**config.mk**
```make
export PLATFORM = sky130hd
export DESIGN_NAME = chk_cmd_rx
export DESIGN_NICKNAME = d
export VERILOG_FILES = /design/src/rtl/chk_cmd_pkg.sv /design/src/rtl/chk_cmd_ctrl.sv /design/src/rtl/chk_cmd_dp.sv /design/src/rtl/chk_cmd_rx.sv
export SDC_FILE = /design/constraint.sdc
export NUM_CORES = 1
export LEC_CHECK = 0
export ABC_AREA = 1
export CAP_MARGIN = 10
export CORE_MARGIN = 2
export CORE_UTILIZATION = 40
export CTS_BUF_LIST = sky130_fd_sc_hd__clkbuf_8 sky130_fd_sc_hd__clkbuf_16
export CTS_CLUSTER_SIZE = 24
export DETAILED_ROUTE_END_ITERATION = 8
export PLACE_DENSITY = 0.62
export SLEW_MARGIN = 15
export SYNTH_ARGS = -nofsm -noshare
export SYNTH_HDL_FRONTEND = slang
export SYNTH_SLANG_ARGS = --single-unit
```
**constraint.sdc**
```tcl
create_clock -name clk -period 2.4 [get_ports clk]
set_input_delay 0.48 -clock clk [delete_from_list [all_inputs] [get_ports clk]]
set_output_delay 0.48 -clock clk [all_outputs]
set_load 0.01 [all_outputs]
```
**src/rtl/chk_cmd_pkg.sv**
```systemverilog
package chk_cmd_pkg;

  localparam logic [7:0] CH_LF    = 8'h0A;
  localparam logic [7:0] CH_CR    = 8'h0D;
  localparam logic [7:0] CH_COLON = 8'h3A;

  typedef enum logic {
    PH_NAME = 1'b0,
    PH_HASH = 1'b1
  } phase_e;

  // strobes from control to datapath
  typedef struct packed {
    logic       clearLine;
    logic       addName;
    logic       shiftHex;
    logic       markBad;
    logic       capture;
    logic [3:0] nibble;
    logic [7:0] dataByte;
  } ctrlStrobe_t;

  // status from datapath to control
  typedef struct packed {
    logic twoDigits;
    logic badDigit;
    logic overflow;
    logic sumMatch;
  } dpStatus_t;

endpackage

```
**src/rtl/chk_cmd_ctrl.sv**
```systemverilog
module chk_cmd_ctrl
  import chk_cmd_pkg::*;
(
  input  logic        clk,
  input  logic        rstN,
  input  logic        rxValid,
  input  logic [7:0]  rxData,
  input  dpStatus_t   stat,
  output ctrlStrobe_t strb,
  output logic        cmdValid,
  output logic        errValid,
  output logic        errOverflow
);

  phase_e phase;
  logic   isLf, isCr, isColon, isHex;
  logic   [3:0] nib;
  logic   endLine, lineOk;

  // classify the incoming byte and decode a hex digit
  always_comb begin
    isLf    = (rxData == CH_LF);
    isCr    = (rxData == CH_CR);
    isColon = (rxData == CH_COLON);
    isHex   = 1'b0;
    nib     = 4'h0;
    if (rxData >= 8'h30 && rxData <= 8'h39) begin
      isHex = 1'b1;
      nib   = rxData[3:0];
    end else if ((rxData >= 8'h41 && rxData <= 8'h46) ||
                 (rxData >= 8'h61 && rxData <= 8'h66)) begin
      isHex = 1'b1;
      nib   = rxData[3:0] + 4'd9;
    end
  end

  always_comb begin
    endLine = rxValid && isLf;
    lineOk  = (phase == PH_HASH) && stat.twoDigits && !stat.badDigit &&
              !stat.overflow && stat.sumMatch;

    strb           = '0;
    strb.dataByte  = rxData;
    strb.nibble    = nib;
    strb.clearLine = endLine;
    strb.capture   = endLine && lineOk;
    strb.addName   = rxValid && (phase == PH_NAME) && !isLf && !isCr && !isColon;
    strb.shiftHex  = rxValid && (phase == PH_HASH) && isHex;
    strb.markBad   = rxValid && (phase == PH_HASH) && !isHex && !isLf && !isCr;
  end

  always_ff @(posedge clk or negedge rstN) begin
    if (!rstN) begin
      phase <= PH_NAME;
    end else if (endLine) begin
      phase <= PH_NAME;
    end else if (rxValid && (phase == PH_NAME) && isColon) begin
      phase <= PH_HASH;
    end
  end

  always_ff @(posedge clk or negedge rstN) begin
    if (!rstN) begin
      cmdValid    <= 1'b0;
      errValid    <= 1'b0;
      errOverflow <= 1'b0;
    end else begin
      cmdValid    <= endLine && lineOk;
      errValid    <= endLine && !lineOk;
      errOverflow <= endLine && !lineOk && stat.overflow;
    end
  end

endmodule

```
**src/rtl/chk_cmd_dp.sv**
```systemverilog
module chk_cmd_dp
  import chk_cmd_pkg::*;
#(
  parameter int NAME_MAX = 16,
  localparam int LEN_W   = $clog2(NAME_MAX + 1)
)(
  input  logic                    clk,
  input  logic                    rstN,
  input  ctrlStrobe_t             strb,
  output dpStatus_t               stat,
  output logic [NAME_MAX*8-1:0]   cmdName,
  output logic [LEN_W-1:0]        cmdLen
);

  logic [NAME_MAX-1:0][7:0] nameBuf;
  logic [NAME_MAX-1:0][7:0] nameHold;
  logic [LEN_W-1:0]         nameLen;
  logic [7:0]               sumAcc;
  logic [7:0]               hashVal;
  logic [1:0]               hashCnt;
  logic                     badDigit;
  logic                     overflow;
  logic                     bufFull;

  assign bufFull = (nameLen == LEN_W'(NAME_MAX));

  // one storage slot per name position
  for (genvar i = 0; i < NAME_MAX; i++) begin : g_slot
    always_ff @(posedge clk or negedge rstN) begin
      if (!rstN) begin
        nameBuf[i] <= 8'h00;
      end else if (strb.clearLine) begin
        nameBuf[i] <= 8'h00;
      end else if (strb.addName && (nameLen == LEN_W'(i))) begin
        nameBuf[i] <= strb.dataByte;
      end
    end
  end

  always_ff @(posedge clk or negedge rstN) begin
    if (!rstN) begin
      nameLen  <= '0;
      sumAcc   <= 8'h00;
      overflow <= 1'b0;
    end else if (strb.clearLine) begin
      nameLen  <= '0;
      sumAcc   <= 8'h00;
      overflow <= 1'b0;
    end else if (strb.addName) begin
      sumAcc <= sumAcc + strb.dataByte;
      if (bufFull) overflow <= 1'b1;
      else         nameLen  <= nameLen + 1'b1;
    end
  end

  always_ff @(posedge clk or negedge rstN) begin
    if (!rstN) begin
      hashVal  <= 8'h00;
      hashCnt  <= 2'd0;
      badDigit <= 1'b0;
    end else if (strb.clearLine) begin
      hashVal  <= 8'h00;
      hashCnt  <= 2'd0;
      badDigit <= 1'b0;
    end else begin
      if (strb.shiftHex) begin
        hashVal <= {hashVal[3:0], strb.nibble};
        if (hashCnt != 2'd3) hashCnt <= hashCnt + 2'd1;
      end
      if (strb.markBad) badDigit <= 1'b1;
    end
  end

  // result registers, loaded only for an accepted line
  always_ff @(posedge clk or negedge rstN) begin
    if (!rstN) begin
      nameHold <= '0;
      cmdLen   <= '0;
    end else if (strb.capture) begin
      nameHold <= nameBuf;
      cmdLen   <= nameLen;
    end
  end

  assign cmdName = nameHold;

  always_comb begin
    stat.twoDigits = (hashCnt == 2'd2);
    stat.badDigit  = badDigit;
    stat.overflow  = overflow;
    stat.sumMatch  = (hashVal == sumAcc);
  end

endmodule

```
**src/rtl/chk_cmd_rx.sv**
```systemverilog
module chk_cmd_rx
  import chk_cmd_pkg::*;
#(
  parameter int          NAME_MAX = 16,
  parameter logic [31:0] ERR_CODE = 32'hF000_0002,
  localparam int         LEN_W    = $clog2(NAME_MAX + 1)
)(
  input  logic                  clk,
  input  logic                  rstN,
  input  logic                  rxValid,
  input  logic [7:0]            rxData,
  output logic                  cmdValid,
  output logic [NAME_MAX*8-1:0] cmdName,
  output logic [LEN_W-1:0]      cmdLen,
  output logic                  errValid,
  output logic                  errOverflow,
  output logic [31:0]           errCode
);

  ctrlStrobe_t strb;
  dpStatus_t   stat;

  chk_cmd_ctrl uCtrl (
    .clk         (clk),
    .rstN        (rstN),
    .rxValid     (rxValid),
    .rxData      (rxData),
    .stat        (stat),
    .strb        (strb),
    .cmdValid    (cmdValid),
    .errValid    (errValid),
    .errOverflow (errOverflow)
  );

  chk_cmd_dp #(.NAME_MAX(NAME_MAX)) uDp (
    .clk     (clk),
    .rstN    (rstN),
    .strb    (strb),
    .stat    (stat),
    .cmdName (cmdName),
    .cmdLen  (cmdLen)
  );

  assign errCode = errValid ? ERR_CODE : 32'h0;

endmodule

```
==> Word-level counts from Yosys, hierarchy flattened <==
Index checks and enable logic that the tools add are counted.
{ "op_classes": {"addsub": 4, "mul": 0, "div_mod_pow": 0, "n_lt_le_gt_ge": 6, "eq_ne": 23, "n_shift": 0, "n_mux": 54, "bitwise": 1, "n_reduce_logical": 71} }
{ "ops": {"columns": ["operator", "n"], "rows": [
  ["$mux W8", 36],
  ["$reduce_bool A2 Y1", 22],
  ["$eq A5 B4 Y1 const B", 8],
  ["$logic_and A1 B1 Y1", 37],
  ["$mux W32", 1],
  ["$eq A5 B3 Y1 const B", 4],
  ["$eq A8 B4 Y1 const B", 2],
  ["$ge A8 B7 Y1 const B", 2],
  ["$le A8 B7 Y1 const B", 2],
  ["$mux W5", 3],
  ["$eq A5 B2 Y1 const B", 2],
  ["$mux W1", 9],
  ["$add A8 B8 Y8", 1],
  ["$eq A8 B6 Y1 const B", 1],
  ["$eq A8 B8 Y1", 1],
  ["$ge A8 B6 Y1 const B", 1],
  ["$le A8 B6 Y1 const B", 1],
  ["$mux W4", 2],
  ["$logic_not A1 Y1", 7],
  ["$mux W2", 3],
  ["$reduce_and A2 Y1", 3],
  ["$add A5 B1 Y5 const B", 1],
  ["$eq A5 B1 Y1 const B", 1],
  ["$eq A5 B5 Y1 const B", 1],
  ["7 further kinds", 8]
]} }
{ "totals": {"ff_bits": 290, "latchBits": 0, "ram_bits": 0, "mem_bits_ro": 0, "n_memories": 0} }

==> Longest topological paths before layout <==
{ "logic_depth": {"word_depth": 11, "depth_mapped": 12, "ltp_nobuf": 10} }

==> Cells and area by module <==
From an unflattened synthesis, not the netlist that was laid out.
{ "hier_totals": {"cells_unflattened": 1241, "area_unflattened_um2": 12353.1} }
{ "modules_own_cells": {"columns": ["module", "instances", "cells_each", "area_per_inst_um2", "seq_area_each_um2"], "rows": [
  ["chk_cmd_dp", 1, 1130, 11587.4, 7156.9],
  ["chk_cmd_ctrl", 1, 78, 521.8, 100.1],
  ["chk_cmd_rx", 1, 33, 244.0, 0.0]
]} }

==> Worst setup path after synthesis <==
No wires, ideal clock.
{ "synth_timing": {"kind": "input port to flip-flop", "from": "input rxData[0]", "to": "register uDp.nameHold (netlist bit uDp.cmdName[100])", "setup_time_ns": 0.117, "arrival_time_ns": 1.806, "required_time_ns": 2.283, "setup_slack_ns": 0.477, "stages": 11, "path_buffers": 2, "path_cell_list": "inv_1 ha_1 nand2_1 nor2_1 nand3_2 inv_2 nand3_2 buf_2 buf_2 nand2_1 nand2_1"} }
{ "synth_via": {"elab_chain_len": 3} }
{ "synth_lines": {"columns": ["element", "line_no", "rtl"], "rows": [
  ["start, declared", "chk_cmd_rx.sv:11", "input logic [7:0] rxData,"],
  ["$eq A8 B4 Y1", "chk_cmd_ctrl.sv:22", "isLf = (rxData == CH_LF);"],
  ["$logic_and A1 B1 Y1", "chk_cmd_ctrl.sv:38", "endLine = rxValid && isLf;"],
  ["$logic_and A1 B1 Y1", "chk_cmd_ctrl.sv:46", "strb.capture = endLine && lineOk;"],
  ["end signal, assigned", "chk_cmd_dp.sv:80", "nameHold <= nameBuf;"],
  ["end, declared", "chk_cmd_dp.sv:16", "logic [NAME_MAX-1:0][7:0] nameHold;"]
]} }
Every way passes these cells.
A chain may end at the register's enable or synchronous reset.

==> Worst setup path in the final report <==
{ "layout_timing": {"from": "register uDp.hashCnt[0]", "to": "register uDp.cmdLen[3]"} }
{ "layout_via": {"elab_chain_len": 6} }
{ "layout_lines": {"columns": ["element", "line_no", "rtl"], "rows": [
  ["start, declared", "chk_cmd_dp.sv:20", "logic [1:0] hashCnt;"],
  ["start signal, assigned", "chk_cmd_dp.sv:68", "if (hashCnt != 2'd3) hashCnt <= hashCnt + 2'd1;"],
  ["$eq A2 B2 Y1", "chk_cmd_dp.sv:88", "stat.twoDigits = (hashCnt == 2'd2);"],
  ["$logic_and A1 B1 Y1 (3 in a row)", "chk_cmd_ctrl.sv:39", "lineOk = (phase == PH_HASH) && stat.twoDigits && !stat.badDigit &&"],
  ["$logic_and A1 B1 Y1", "chk_cmd_ctrl.sv:40", "!stat.overflow && stat.sumMatch;"],
  ["$logic_and A1 B1 Y1", "chk_cmd_ctrl.sv:46", null],
  ["end signal, assigned", "chk_cmd_dp.sv:81", "cmdLen <= nameLen;"],
  ["end, declared", "chk_cmd_dp.sv:12", "output logic [LEN_W-1:0] cmdLen"]
]} }
Every way passes these cells.

==> results.yml <==
run_status:
  status: "completed"
critical_path:
  cp_common_cell: "nand2_1"
  criticalPathCategory: "reg2reg"
  slowest_stage: "dfrtp_1"
  required_ps: 2900
  crit_chain: "inv_1 > ha_1 > nand2_1 > nor3_1 > nand2_1 > nor2_4 > buf_12 > nand4_1 > nand2_1"
  start_kind: "flop"
  critical_path.top_delay_family: "simple AND/OR/NAND/NOR gates"
  cp_max_fo: 82
  cp-end-kind: "flop"
  path_buf_inv: 2
  crit_arrival_ps: 2680
  slowest_delay_ps: 400
pwr:
  internal-power_mw: 9.66
  power_density_nw_per_um2: 855
  finalPower_mw: 13.8
  p_seq_share_pct: 48.0
  switching_share_pct: 30.0
  clockPowerShare_pct: 33.5
  power.switching_mw: 4.13
  total_leakage_power_nw: 8.41
  vdd_drop_max_v: 0.000577
  power_frac_comb_pct: 18.5
drt:
  routed_wl_mm: 34.3
  vias: 10700
  drt-wirelength-per-cell_microns: 16.8
  drtIter0Drc: 779
  first_pass_iters: 7
  vias_per_cell: 5.20
  ant_nets: 0
  route.detailed.drc: 0
global_route:
  grt-ovfl-total: 0
  grt_pass1_wl_mm: 55.6
  grt_max_degree: 83
  antenna_found_initial: 0
  grt_usage_pct: 20.5
  grt_pass1_vias: 10200
die:
  rows: 65
  die_y_microns: 183
  pin_count: 179
  start_util_pct: 40.6
  die_w_microns: 183
  core_area_sq_um: 31600
  die_area_sq_um: 33500
clocking:
  numCtsBuffers: 31
  cts_hold_buf: 1
  insertion_delay_ps: 560
  post_cts_buffers: 0
  cts.clk_slew.worst_paths_ps: 60
  cts.sinks: 290
  cts_tree: "yes"
  cts_resized: 0
  cts_max_level: 1
  clockBufferDepth: 3
  cts-root-buf: "clkbuf_16"
cells_and_area:
  area_growth_pct: 25.8
  fill_cells: 2952
  design_area_sq_um: 16100
  layout.nets: 1656
  layout-drive-gt1-share_pct: 9.11
  antenna_cells: 0
place:
  gp_congestion: 0.910
  port_buffers: 151
  hpwl_mm: 22.4
  dpl_cell_area_sq_um: 15100
hold_path:
  hold_class: "in2async"
sta:
  slew_viol_final: 0
  fmax_mhz: 458
  tightestPinTransition_ps: 1130
  layout_min_cycle_time_ps: 2180
  finalHoldViolations: 0
  finalCritPeriodShare_pct: 91.0
  max-slew-margin-rel_pct: 24.8
  setup_viol: 0
  skew_ps: 14.2
  rsz0062_at_grt: "no"
synthesis:
  synthArstFlopShare_pct: 100
  yosys_warnings: 0
  synthFlopType: "dfrtp_1"
  ys_types: 30
  syn_area_per_cell_sq_um: 8.74
  ys_seq_area_share_pct: 56.6
  synth_area_sq_um: 12800
  ys_ff_latch: 290
  synthCells: 1467
  synth_edf_count: 0
flow_run:
  drv_cap: 0
per-stage QoR:
step,hold WS [ps],setup TNS (ps),setup slack (ps),instances,utilization [%]
3_5_place_dp,456,-17770,-281,1994,47.9
2_1_floorplan,184,0,477,1493,-
5_1_grt,486,0,100,2049,51.1
6_report,445,0,216,2049,51.1
4_1_cts,458,0,230,2049,51.1
3_3_place_gp,455,-13020,-242,1994,47.9
layout by cell type (no fill, tap or decap), types with 4 or more instances in the layout:
cell / netlist / routed
o22ai_1: 5 / 5
buf_12: 0 / 20
o21ai_1: 9 / 9
clkbuf_16: 0 / 31
clkdlybuf4s50_1: 0 / 150
dfrtp_1: 290 / 290
nand3_1: 182 / 182
clkinv_2: 0 / 4
nand4_1: 137 / 137
conb_1: 1 / 27
buf_4: 40 / 63
ha_1: 18 / 18
inv_1: 40 / 48
nand2_1: 540 / 540
o21ai_0: 40 / 40
nor2_1: 31 / 28
a21oi_1: 7 / 7
xor2_1: 5 / 5
inv_2: 5 / 4
xnor2_1: 5 / 5
nor2_2: 3 / 4
clkbuf_8: 0 / 8
synthesized netlist by cell type, types with 5 or more instances:
| master | count | area, sq um |
|---|---|---|
| inv_1 | 40 | 150 |
| xor2_1 | 5 | 43.8 |
| nor2_1 | 31 | 116 |
| o21ai_0 | 40 | 200 |
| ha_1 | 18 | 225 |
| clkbuf_1 | 34 | 128 |
| inv_2 | 5 | 18.8 |
| o21ai_1 | 9 | 45.0 |
| nand4_1 | 137 | 857 |
| nand3_1 | 182 | 911 |
| a21oi_1 | 7 | 35.0 |
| nand2_1 | 540 | 2030 |
| o22ai_1 | 5 | 31.3 |
| buf_4 | 40 | 300 |
| dfrtp_1 | 290 | 7260 |
| buf_1 | 12 | 45.0 |
| buf_2 | 48 | 240 |
| xnor2_1 | 5 | 43.8 |
kinds of logic (layout without fill, tap and decap cells):
kind of cell	Yosys count	in the layout	share of synthesized area (%)
simple gates	904	904	31.3
buf+inv	180	334	6.97
xor+xnor	10	10	0.683
fa+ha+maj	19	19	1.91
other cells	1	27	0.0292
compound gates	63	63	2.56
flops	290	290	56.6
power groups by stage:
stage	combinational, mW	clock [mW]	sequential, mW
final	2.56	4.62	6.62
after CTS	2.57	4.71	6.59
after floorplan	1.90	0	6.45
after detailed placement	2.54	0	6.68
after global placement	2.47	0	6.65
after global routing	2.95	4.93	6.72
worst reg2reg max path, delay by kind of cell, from the launching register on:
family | cells | cell delay (ps)
adders and majority gates | 1 | 150
DFF | 1 | 400
and+or+nand+nor | 6 | 1120
buffers and inverters | 2 | 450
area by class of cell:
| class | count | area, sq um | share of cell area, % |
|---|---|---|---|
| Sequential cell | 290 | 7260 | 45.0 |
| Tap cell | 402 | 503 | 3.12 |
| Multi-Input combinational cell | 1023 | 4800 | 29.8 |
| Inverter | 45 | 171 | 1.06 |
| Timing Repair Buffer | 235 | 2400 | 14.9 |
| Clock inverter | 15 | 109 | 0.675 |
| Clock buffer | 39 | 886 | 5.49 |
registers in the layout (all words and copies together), names as in the netlist, 2 cells and up:
register and cells:
uDp.cmdLen 5, uDp.nameBuf 128, uDp.nameLen 5, uDp.cmdName 128, uDp.sumAcc 8, uDp.hashCnt 2, uDp.hashVal 8
worst paths after layout:
check	startpoint	to	slack [ps]	cells past startpoint
max reg2reg	uDp.hashCnt[0]	uDp.cmdLen[3]	220	9
min in group clk	uDp.cmdName[46]	uDp.cmdName[46]	470	2
min	rstN	uDp.hashVal[3]	450	2
min reg2reg	uDp.cmdName[46]	uDp.cmdName[46]	470	2
max	uDp.hashCnt[0]	uDp.cmdLen[3]	220	9
max in group asynchronous	rstN	uDp.cmdName[14]	1280	3
routing by layer:
metal / track usage (%) / share of wire [%]
met1: 29.4 / 46
met2: 33.4 / 47
met3: 2.84 / 5.4
met4: 4.64 / 1.8
met5: 0 / 0
(Power assumes the default switching activity.)
